File: config.mk
export PLATFORM = sky130hd
export DESIGN_NAME = dma_irq_agg
export DESIGN_NICKNAME = d
export VERILOG_FILES = /design/src/rtl/dma_irq_pkg.sv /design/src/rtl/dma_irq_pend.sv /design/src/rtl/dma_irq_mask.sv /design/src/rtl/dma_irq_ffs.sv /design/src/rtl/dma_irq_agg.sv
export SDC_FILE = /design/constraint.sdc
export NUM_CORES = 1
export LEC_CHECK = 0
export BUFFER_PORTS_ARGS = -buffer_cell sky130_fd_sc_hd__buf_2
export CAP_MARGIN = 20
export CORE_UTILIZATION = 42
export CTS_BUF_LIST = sky130_fd_sc_hd__clkbuf_8
export CTS_CLUSTER_DIAMETER = 80
export DETAILED_ROUTE_END_ITERATION = 7
export GPL_TIMING_DRIVEN = 0
export PLACE_DENSITY = 0.77
export SYNTH_ARGS = -nofsm -noshare
export SYNTH_HDL_FRONTEND = slang
export SYNTH_SLANG_ARGS = --single-unit
File: constraint.sdc
create_clock -name clk_i -period 1.65 [get_ports clk_i]
set_input_delay 0.0825 -clock clk_i [delete_from_list [all_inputs] [get_ports clk_i]]
set_output_delay 0.0825 -clock clk_i [all_outputs]
set_load 0.02 [all_outputs]
File: src/rtl/dma_irq_pkg.sv
package dma_irq_pkg;
  localparam int unsigned GRP_W = 2;
  localparam int unsigned IDX_W = 6;
  localparam int unsigned VEC_W = GRP_W + IDX_W;

  typedef enum logic [GRP_W-1:0] {
    GRP_CRIT   = 2'd0,
    GRP_MAIN   = 2'd1,
    GRP_PERIPH = 2'd2,
    GRP_DMA    = 2'd3
  } grp_e;

  typedef enum logic {
    SEL_PEND = 1'b0,
    SEL_MASK = 1'b1
  } wr_sel_e;

  function automatic logic [VEC_W-1:0] make_vec(grp_e grp, logic [IDX_W-1:0] idx);
    return {grp, idx};
  endfunction
endpackage

File: src/rtl/dma_irq_pend.sv
module dma_irq_pend #(
  parameter int unsigned NUM_TASKS = 16
) (
  input  logic                 clk_i,
  input  logic                 rst_ni,
  input  logic [NUM_TASKS-1:0] set_i,
  input  logic [NUM_TASKS-1:0] clr_i,
  output logic [NUM_TASKS-1:0] pend_o
);
  for (genvar g = 0; g < NUM_TASKS; g++) begin : g_bit
    always_ff @(posedge clk_i or negedge rst_ni) begin
      if (!rst_ni)        pend_o[g] <= 1'b0;
      else if (set_i[g])  pend_o[g] <= 1'b1;  // event wins over clear
      else if (clr_i[g])  pend_o[g] <= 1'b0;
    end
  end
endmodule

File: src/rtl/dma_irq_mask.sv
module dma_irq_mask #(
  parameter int unsigned NUM_TASKS = 16
) (
  input  logic                 clk_i,
  input  logic                 rst_ni,
  input  logic                 load_i,
  input  logic [NUM_TASKS-1:0] data_i,
  output logic [NUM_TASKS-1:0] mask_o
);
  always_ff @(posedge clk_i or negedge rst_ni) begin
    if (!rst_ni)     mask_o <= '1;
    else if (load_i) mask_o <= data_i;
  end
endmodule

File: src/rtl/dma_irq_ffs.sv
module dma_irq_ffs #(
  parameter int unsigned NUM_TASKS = 16,
  parameter int unsigned IDX_W     = 6
) (
  input  logic [NUM_TASKS-1:0] vec_i,
  output logic                 any_o,
  output logic [IDX_W-1:0]     idx_o
);
  always_comb begin
    idx_o = '0;
    for (int i = NUM_TASKS - 1; i >= 0; i--) begin
      if (vec_i[i]) idx_o = IDX_W'(i);
    end
  end
  assign any_o = |vec_i;
endmodule

File: src/rtl/dma_irq_agg.sv
module dma_irq_agg
  import dma_irq_pkg::*;
#(
  parameter int unsigned NUM_TASKS = 16
) (
  input  logic                 clk_i,
  input  logic                 rst_ni,
  input  logic [NUM_TASKS-1:0] task_evt_i,
  input  logic                 wr_en_i,
  input  logic                 wr_sel_i,
  input  logic [NUM_TASKS-1:0] wr_data_i,
  output logic [NUM_TASKS-1:0] pend_o,
  output logic [NUM_TASKS-1:0] mask_o,
  output logic                 req_o,
  output logic                 vec_valid_o,
  output logic [7:0]           vec_o
);
  logic [NUM_TASKS-1:0] clr;
  logic [NUM_TASKS-1:0] active;
  logic                 any;
  logic [IDX_W-1:0]     idx;
  wr_sel_e              sel;

  assign sel = wr_sel_e'(wr_sel_i);
  assign clr = (wr_en_i && sel == SEL_PEND) ? wr_data_i : '0;

  dma_irq_pend #(.NUM_TASKS(NUM_TASKS)) i_pend (
    .clk_i (clk_i),
    .rst_ni(rst_ni),
    .set_i (task_evt_i),
    .clr_i (clr),
    .pend_o(pend_o)
  );

  dma_irq_mask #(.NUM_TASKS(NUM_TASKS)) i_mask (
    .clk_i (clk_i),
    .rst_ni(rst_ni),
    .load_i(wr_en_i && sel == SEL_MASK),
    .data_i(wr_data_i),
    .mask_o(mask_o)
  );

  assign active = pend_o & ~mask_o;

  dma_irq_ffs #(.NUM_TASKS(NUM_TASKS), .IDX_W(IDX_W)) i_ffs (
    .vec_i(active),
    .any_o(any),
    .idx_o(idx)
  );

  assign req_o       = any;
  assign vec_valid_o = any;
  assign vec_o       = any ? make_vec(GRP_DMA, idx) : '0;
endmodule

* Word level (Yosys, flattened, before mapping) *
Index checks and enable logic that the tools add are counted.

storage, ports and cells
  flip-flop bits (word level) = 32
  input port bits = 36
  word-level logic and storage cells = 89

cells by class
  mux-type cells = 50
  bitwise logic cells = 3
  reduce and logical (&&, ||, !) cells = 19

operators with widths
  cell                 number
  4-bit 2-to-1 mux     16
  1-bit 2-to-1 mux     32
  2-bit nonzero test   16
  16-bit bitwise AND   1
  16-bit 2-to-1 mux    1
  16-bit inverter      1
  16-bit OR reduction  1
  8-bit 2-to-1 mux     1
  1-bit logical AND    2
  1-bit inverter       1

* Logic depth before layout (Yosys ltp) *
Gate-level depths: netlist of the first run.

  depth in word-level cells = 19
  depth in mapped cells = 6
  gate-level depth less buffers = 5

* Cells and area by module *
Synthesis of the first run repeated with hierarchy kept, for this count alone.

second synthesis, totals
  cell total of the unflattened synthesis = 163
  area total of the unflattened synthesis = 1784.2 µm²

by module, submodules not included
  module        times used  cells an instance  area each (µm²)  sequential area each (µm²)
  dma_irq_mask  1           34                 669.4            420.4
  dma_irq_pend  1           48                 580.6            400.4
  dma_irq_agg   1           44                 339.1            0.0
  dma_irq_ffs   1           37                 195.2            0.0

* Worst setup path before layout of the first run *
OpenSTA, ideal clock, no wires.

  path kind = register to output
  start = register i_mask.mask_o[13]
  end = output vec_o[6]
  data arrival time = 1.788 ns
  setup slack = -0.221 ns
  cell stages (with the launch flop) = 7
  path buffers = 1
  cell sequence = dfstp_2 -> nor2b_4 -> or4b_4 -> nor3_2 -> nor2b_2 -> inv_1 -> buf_4

on the way
  word-level cells in the longest chain between the ends = 4

RTL lines
  element                   line                RTL
  start: declaration        dma_irq_mask.sv:8   output logic [NUM_TASKS-1:0] mask_o
  start signal: assignment  dma_irq_mask.sv:12  else if (load_i) mask_o <= data_i;
  16-bit inverter           dma_irq_agg.sv:43   assign active = pend_o & ~mask_o;
  16-bit bitwise AND        dma_irq_agg.sv:43
  16-bit OR reduction       dma_irq_ffs.sv:15   assign any_o = |vec_i;
  named net req_o           dma_irq_agg.sv:14   output logic req_o,
  8-bit 2-to-1 mux          dma_irq_agg.sv:53   assign vec_o = any ? make_vec(GRP_DMA, idx) : '0;
  end: declaration          dma_irq_agg.sv:16   output logic [7:0] vec_o

The timed path passes the listed nets, and every way through them passes these cells.

* Worst setup path after layout of the first run *
  start = register i_mask.mask_o[13]
  end = output vec_o[7]

on the way
  word-level cells in the longest chain between the ends = 4

RTL lines
  element              line
  16-bit inverter      dma_irq_agg.sv:43
  16-bit bitwise AND   dma_irq_agg.sv:43
  16-bit OR reduction  dma_irq_ffs.sv:15
  8-bit 2-to-1 mux     dma_irq_agg.sv:53

No other way between the ends.

==> results of run 1 <==
[logic make-up (layout without fill, tap and decap cells)]
logic type,after synthesis,in the layout
flops,32,32
mux,16,16
simple gates,46,46
buf+inv,15,120
compound gates,32,32
other cells,1,2
[area by class of cell]
type	instances	area [um2]
repair buffers	97	607
inverters	7	26.3
clock inverters	3	42.5
fillers	286	1080
flip-flops and latches	32	821
clock buffers	5	68.8
plain buffers	8	55.1
multi-input cells	96	684
well taps	46	57.6
[placed cells by master, fill, tap and decap left out, drive strengths merged, types with 6 or more instances in the layout]
| cell | n |
|---|---|
| buf | 87 |
| clkbuf | 6 |
| nand2 | 19 |
| a21oi | 6 |
| mux2 | 16 |
| dfrtp | 16 |
| inv | 7 |
| dlygate4sd3 | 17 |
| nor2b | 9 |
| nand2b | 7 |
| dfstp | 16 |
| a21o | 13 |
[sequential cells by signal, summed over array words and instances (netlist names)]
signal and count:
i_mask.mask_o 16, i_pend.pend_o 16
[repair_timing]
item	in CTS	in global routing
setup buffers	4	1
hold buffers	17	0
pin swaps	2	2
cloned	0	0
gates resized for setup	9	5
hold endpoints to repair	32	0
endpoints found under the setup margin	8	8
[worst paths after layout]
check / from / end
setup / recovery: i_mask.mask_o[13] / vec_o[7]
hold / removal: wr_data_i[13] / i_mask.mask_o[13]
setup reg to reg: i_pend.pend_o[9] / i_pend.pend_o[9]
hold reg to reg: i_pend.pend_o[0] / i_pend.pend_o[0]
max in group asynchronous: rst_ni / i_pend.pend_o[14]
min in group asynchronous: rst_ni / i_pend.pend_o[8]
[metrics by stage]
stage,hold slack (ns),power [uW],instances,instance area (um2)
2_1_floorplan,-0.213,1320,143,1560
3_3_place_gp,0.164,1520,264,1990
3_5_place_dp,0.166,1530,264,1990
4_1_cts,0.0349,2340,293,2340
5_1_grt,0.0381,2450,294,2360
6_report,0.0409,2340,294,2360
[report_power, final]
group	switching, uW	internal [uW]	leakage [uW]
combinational	336	282	0.000716
clock	302	446	0.0000541
sequential	62.4	907	0.000320
[synthesized netlist by cell type, types with 2 or more instances]
library cell  number  share of area, %
dfstp_2           16                27
a21o_1            13               6.3
or2_2              3               1.2
o21ai_0            2              0.65
nand2_1           19               4.6
buf_4              5               2.4
a31oi_1            2              0.81
nor2b_1            7               2.8
mux2_2            16                12
nand2b_1           7               2.8
nor2_1             3              0.73
a21oi_1            6               1.9
a211oi_1           2              0.97
buf_2              2              0.65
dfrtp_1           16                26
o21ai_1            2              0.65
inv_1              7               1.7
[routing by layer]
metal / GRT usage, % / vias up / share of wire, %
met5: 0 / - / 0
met4: 9.59 / 0 / 1.9
met3: 4.56 / 5 / 3.9
met2: 38.6 / 37 / 54
met1: 25.5 / 703 / 40
li1: - / 686 / -
[worst register-to-register path: stages (launching register included)]
cell and delay, ns:
dfrtp_1 0.38, inv_1 0.11, a21oi_1 0.05, or2_2 0.28
==> results.md, run 1 <==
- The Yosys step of the flow raised 0 warnings.
- The tool flagged a number of max-cap violations equal to 0.
- Global routing used 21.9% of the available tracks.
- The normalized max-slew margin is between 50% and 60%.
- The TritonCTS buffer count is 5.
- After clock tree synthesis, the clock-pin slew on the worst setup and hold paths is 0.07 ns.
- The die is 62.8 um wide.
- After the first detailed-routing iteration, the DRC count stood at 43.
- The synthesized netlist devotes 0% of its cell area to XOR and XNOR gates.
- The mux share of post-synthesis cell area is between 10% and 20%.
- The via count of the first global-routing pass came to between 1000 and 1500.
- Of all nets on the critical path, the largest fanout is 4.
- The number of slew-limit violations in the final report is 0.
- The wire-length estimate of the detail-placed layout is approximately 2.7 mm.
- The maximum clock insertion buffer count is 2.
- The highest clock frequency the design can meet is 460 MHz.
- Traced cell by cell, the critical path runs through nor2b_4, or4b_4, nor3_4, nor2b_4, inv_2, buf_4, buf_6.
- The count of distinct cell types in the synthesized netlist is 31.
- The worst setup path is launched from a register.
- For this block, the routed nets add up to 3.90 mm of wire.
- The post-detailed-route count of antenna-violating nets is 0.
- The CTS root buffer is clkbuf_8.
- The post-detailed-route via-to-cell ratio is 4.87.
- For this run, the detailed router's first-pass iteration total came to 4.
- For the pin with the worst max-slew slack, the measured transition is 0.697 ns.
- The post-route netlist has 55.6% of its cells at a drive strength greater than 1.
- For the worst setup path, the data required time is 1.57 ns.
- Summed over all failing endpoints, the final setup total negative slack is -3.24 ns.
- The clock tree synthesis step divided the H-tree into 2 levels.
- The standard cell with the maximum stage delay on the critical path is or4b_4.
- The synthesized netlist devotes 13.9% of its cell area to compound gates.
- The number of antenna diodes in the final layout is 0.
- The startpoint-to-endpoint class of the critical path is reg -> out.
- At the end of the flow the core is filled with cells to between 60% and 70%.
- The flop and latch count out of synthesis is 32.
- The worst clock skew is 0 ns.
- The critical path depth in cells is 7.
- The clock insertion delay at the later pin of the skew report is 0.29 ns.
- The async set or reset register ratio after synthesis is 100%.
- The reg-to-reg setup timing slack is 0.73 ns.
- The area share of fa/ha/maj cells after synthesis is 0%.
- The die outline area is 3940 um2.
- The part of the cycle the worst path needs is 132%.
- Setup repair after global routing could not meet its margin everywhere.
- The mean post-synth cell area is between 10 and 15 um2.
- At the end of routability-driven placement, the weighted congestion stood at 0.785.
- In this design, the critical path's most frequently occurring cell is nor2b_4.
- The final-report setup violation count is 8.
- The total number of placement rows is 21.
- The depth of the worst register-to-register path is 3.
- In this run the static leakage power is around 0.0011 uW.
- The effective utilization at floorplan is 45.1%.
- The synthesis-to-layout area growth is 52.3%.
- The checks that failed: negative setup slack.
- The number of sinks on the clock net is 32.
- The final route contains 1431 vias.
- The portion of the post-synthesis area used by sequential elements is 52.9%.
- After floorplanning, the core was sized to cover 3440 um2.
- The final count of hold timing violations is 0.
- The number of synthesized flops with an enable pin is 0.
- The first-pass GRT wire length is 6.55 mm.
- The simple-gate area share of the yosys netlist is between 10% and 20%.
- Grouping stages by cell kind, the critical path spends the most delay in simple AND/OR/NAND/NOR gates.
- The combinational family with the most area after synthesis is simple AND/OR/NAND/NOR gates.
- Pin placement for this block handled 78 I/O pins.
- Dividing the detail-routed wire length by the instance count gives 13.3 um.
- The mapped netlist covers 1550 um2.
- The worst IR drop on VDD is 0.472 mV.
- The post-route minimum period is 2.18 ns.
- The worst setup margin is -0.526 ns.
- In this run the vertical extent of the chip is 62.8 um.
- The net count of the finished layout is approximately 280.
- STA classifies the critical path endpoint as a primary output.
- Global routing finished with a remaining overflow of 0.
- The initial antenna violation count was 0.
- For this run, design rule violations remaining after detail routing come to 0.
- Data arrives at the worst endpoint at 2.09 ns.
- The gate count after technology mapping is between 100 and 150.
- For this run, the slowest stage of the critical path takes between 0.5 and 0.6 ns.
- The worst setup timing slack at the placement stage is -0.288 ns.
- The pin count of the biggest net entering global routing is 33.
- The instance count along the most critical hold path is 2.
- The TritonCTS clock tree is built.
- The run finished, with violations left.
- The most used flip-flop cell after synthesis is dfstp_2.
- The total power density per cell area is a little under 1000 nW/um2.
- The sum of buffers and inverters on the critical path is 3.
- During placement, the flow inserted port buffers numbering 75.
- The worst hold path belongs to the class in -> reg.
No activity file was read; power rests on OpenSTA's default activity.
==> run 2: changes to the inputs <==
--- a/config.mk
+++ b/config.mk
@@ -5,14 +5,14 @@
 export SDC_FILE = /design/constraint.sdc
 export NUM_CORES = 1
 export LEC_CHECK = 0
-export BUFFER_PORTS_ARGS = -buffer_cell sky130_fd_sc_hd__buf_2
 export CAP_MARGIN = 20
-export CORE_UTILIZATION = 42
+export CORE_UTILIZATION = 55
 export CTS_BUF_LIST = sky130_fd_sc_hd__clkbuf_8
 export CTS_CLUSTER_DIAMETER = 80
 export DETAILED_ROUTE_END_ITERATION = 7
+export DONT_BUFFER_PORTS = 1
 export GPL_TIMING_DRIVEN = 0
-export PLACE_DENSITY = 0.77
+export PLACE_DENSITY = 0.73
 export SYNTH_ARGS = -nofsm -noshare
 export SYNTH_HDL_FRONTEND = slang
 export SYNTH_SLANG_ARGS = --single-unit
==> results.md, run 2 (synthesized netlist as in run 1, its figures left out) <==
- In the layout the commonest cells are dlygate4sd3_1, nand2_1, mux2_2, dfstp_2, dfrtp_1.
- The power dissipated by switching net loads is 693 uW (-1.0%).
- The final reports fail on negative setup slack.
- The via count of the first global-routing pass is 1354 (-5.8%).
- The signal arrival time at the worst endpoint was 2.11 ns (+0.02 ns).
- Setup repair after global routing could not meet its margin everywhere.
- The number of DRC markers after the initial detailed-route iteration is 20 (-53%).
- The die outline area is 3040 um2 (-23%).
- The first-pass GRT wire length was 5.93 mm (-9.4%).
- The post-route total power is 2220 uW (-4.8%).
- The post-detailed-route via-to-cell ratio was 5.60 (+15%).
- The library cell used most frequently in the layout, excluding fill and tap cells, is dlygate4sd3_1.
- The number of slew-limit violations in the final report is 0 (unchanged).
- The pin count of the biggest net entering global routing came to 33 (unchanged).
- The aggregate routed wire length is 4.25 mm (+8.8%).
- The cell-internal power came to 1530 uW (-6.5%).
- The initial antenna violation count came to 0 (unchanged).
- The instance count along the most critical hold path is 2 (unchanged).
- The net total in the final layout was 237 (-16%).
- The met1 routed wirelength after detailed routing was 1.62 mm (+2.7%).
- The horizontal die dimension is 55.1 um (-12%).
- The flow ran to the end, but the final reports show violations.
- The worst IR drop on VDD was 0.962 mV (+100%).
- The summed negative setup slack over all endpoints is -3.52 ns (-0.272 ns).
- The effective utilization at floorplan is 60.4% (+15 points).
- The post-detailed-route count of antenna-violating nets is 0 (unchanged).
- The core region area is 2570 um2 (-25%).
- The number of standard cells in the layout, taps in and fillers out is 232 (-21%).
- The maximum fanout count along the critical path is 4 (unchanged).
- The synthesis-to-layout area growth is 46.7%.
- The global placement routability congestion is 0.748 (-4.7%).
- The highest clock frequency the design can meet was 456 MHz (-0.87%).
- The CTS root buffer is clkbuf_8.
- In the final layout, the registers with the most flip-flops are i_mask.mask_o: 16 flops, i_pend.pend_o: 16 flops.
- The number of fillers in the final layout was 123 (-57%).
- The final count of hold timing violations is 0 (unchanged).
- The final routed DRC violation total was 0 (unchanged).
- The sequential share of power is 49.2% (+7.7 points).
- The worst setup path is launched from a register.
- The total number of placement rows came to 18 (-14%).
- The worst setup timing slack at the placement stage is -0.355 ns (-0.0670 ns).
- The cell total after placement is 173 (-34%).
- The amount of wire on met3 after detailed routing is 289 um (+89%).
- The layout cell share with drive strength beyond 1 was 32.7% (-23 points).
- The worst clock skew came to 0 ns (unchanged).
- The maximum clock insertion buffer count is 2 (unchanged).
- The post-route minimum period came to 2.19 ns (+0.0191 ns).
- The share of total power in combinational logic is 21.1% (-5.4 points).
- The number of sinks on the clock net is 32 (unchanged).
- The TritonCTS clock tree is built.
- The depth of the worst register-to-register path is 2 (-1).
- The maximum single-stage delay on the critical path came to 0.61 ns (+0.05 ns).
- Walking the worst path, the cells encountered are nand2b_4, or4b_4, nor3_4, nor2b_4, inv_4, buf_4.
- STA classifies the critical path endpoint as a primary output.
- The standard cell with the maximum stage delay on the critical path is dfstp_2.
- The part of the cycle the worst path needs is 133% (+1.2 points).
- The I/O pin total is 78 (unchanged).
- The leakage power figure came to 0.000911 uW (-16%).
- The clock-pin slew of the registers on the worst-case setup and hold paths was 0.07 ns (about the same).
- The amount of wire on met2 after detailed routing is 2.28 mm (+8.2%).
- The number of max-capacitance violations reported is 0 (unchanged).
- The HPWL reported at the end of detailed placement is 2.37 mm (-12%).
- The total power density per cell area is 977 nW/um2 (-1.2%).
- The worst setup margin is -0.545 ns (-0.0191 ns).
- The worst-case hold slack is 0.0215 ns (-0.0193 ns).
- The deepest level of the CTS H-tree is 2 (unchanged).
- The net switching share of the total power is 31.2% (+1.2 points).
- The clock insertion delay at the later pin of the skew report came to 0.27 ns (-0.02 ns).
- The wire length per cell after detailed routing was 18.3 um (+38%).
- The total inserted antenna cells is 0 (unchanged).
- The global router's overall resource usage came to 28.9% (+7.0 points).
- The port buffer count is 0 (-100%).
- The highest routing layer actually used is met4.
- The critical path is of the reg -> out type.
- The total number of vias is 1299 (-9.2%).
- The final-report setup violation count is 8 (unchanged).
- The portion of total power attributed to the clock network is 29.7% (-2.3 points).
- The TritonCTS buffer count is 5 (unchanged).
- The min-delay analysis places its worst path in the category in -> reg.
- The die outline height is 55.1 um (-12%).
- The data required time of the worst path was 1.57 ns (about the same).
- The iteration count of the initial detailed-routing pass came to 4 (unchanged).
- The remaining global-route overflow was 0 (unchanged).
-- run 2: routing by layer --
layer | track usage, % | vias to the layer above
met4 | 11.3 | 0
met2 | 54.0 | 62
met5 | 0 | -
met1 | 28.9 | 632
li1 | - | 597
met3 | 10.1 | 8
-- run 2: worst paths after layout --
kind                              startpoint                end  slack [ns]
max                        i_mask.mask_o[14]        vec_valid_o       -0.54
min                             wr_data_i[9]   i_pend.pend_o[9]        0.02
max reg2reg                 i_pend.pend_o[5]   i_pend.pend_o[5]        0.29
min reg2reg                 i_mask.mask_o[2]   i_mask.mask_o[2]        0.68
max in group asynchronous             rst_ni  i_mask.mask_o[14]        1.14
min in group asynchronous             rst_ni   i_pend.pend_o[9]        0.26
-- run 2: power by group through the flow --
stage / combinational (uW) / sequential, uW / clock (uW)
6_report: 469 / 1090 / 660
2_1_floorplan: 245 / 1080 / 0
5_1_grt: 505 / 1110 / 689
3_5_place_dp: 290 / 1100 / 0
4_1_cts: 421 / 1090 / 661
3_3_place_gp: 280 / 1100 / 0
-- run 2: worst max-delay path, delay by kind of cell (launching register included) --
family | cells | cell delay, ns
flip-flops | 1 | 0.61
buffers and inverters | 2 | 0.23
AND/OR/NAND/NOR | 4 | 1.00
-- run 2: repair_timing --
action / in CTS / in global routing
hold endpoints to repair: 64 / 0
endpoints found under the setup margin: 8 / 9
pin swaps: 0 / 5
resized for setup: 6 / 10
hold buffers: 47 / 0
setup buffers: 3 / 1
-- run 2: layout make-up --
type / instances / area, um2 / share of cell area, %
Buffer: 8 / 56.3 / 2.47
Clock buffer: 7 / 96.3 / 4.23
Clock inverter: 1 / 3.75 / 0.165
Inverter: 7 / 28.8 / 1.26
Multi-Input combinational cell: 96 / 717 / 31.5
Sequential cell: 32 / 822 / 36.1
Tap cell: 30 / 37.5 / 1.65
Timing Repair Buffer: 51 / 514 / 22.6
-- run 2: through the flow --
stage          utilization, %  cell area (um2)
3_5_place_dp             62.0             1590
6_report                 88.6             2280
4_1_cts                  86.7             2230
5_1_grt                  88.6             2280
2_1_floorplan               -             1560
3_3_place_gp             62.0             1590
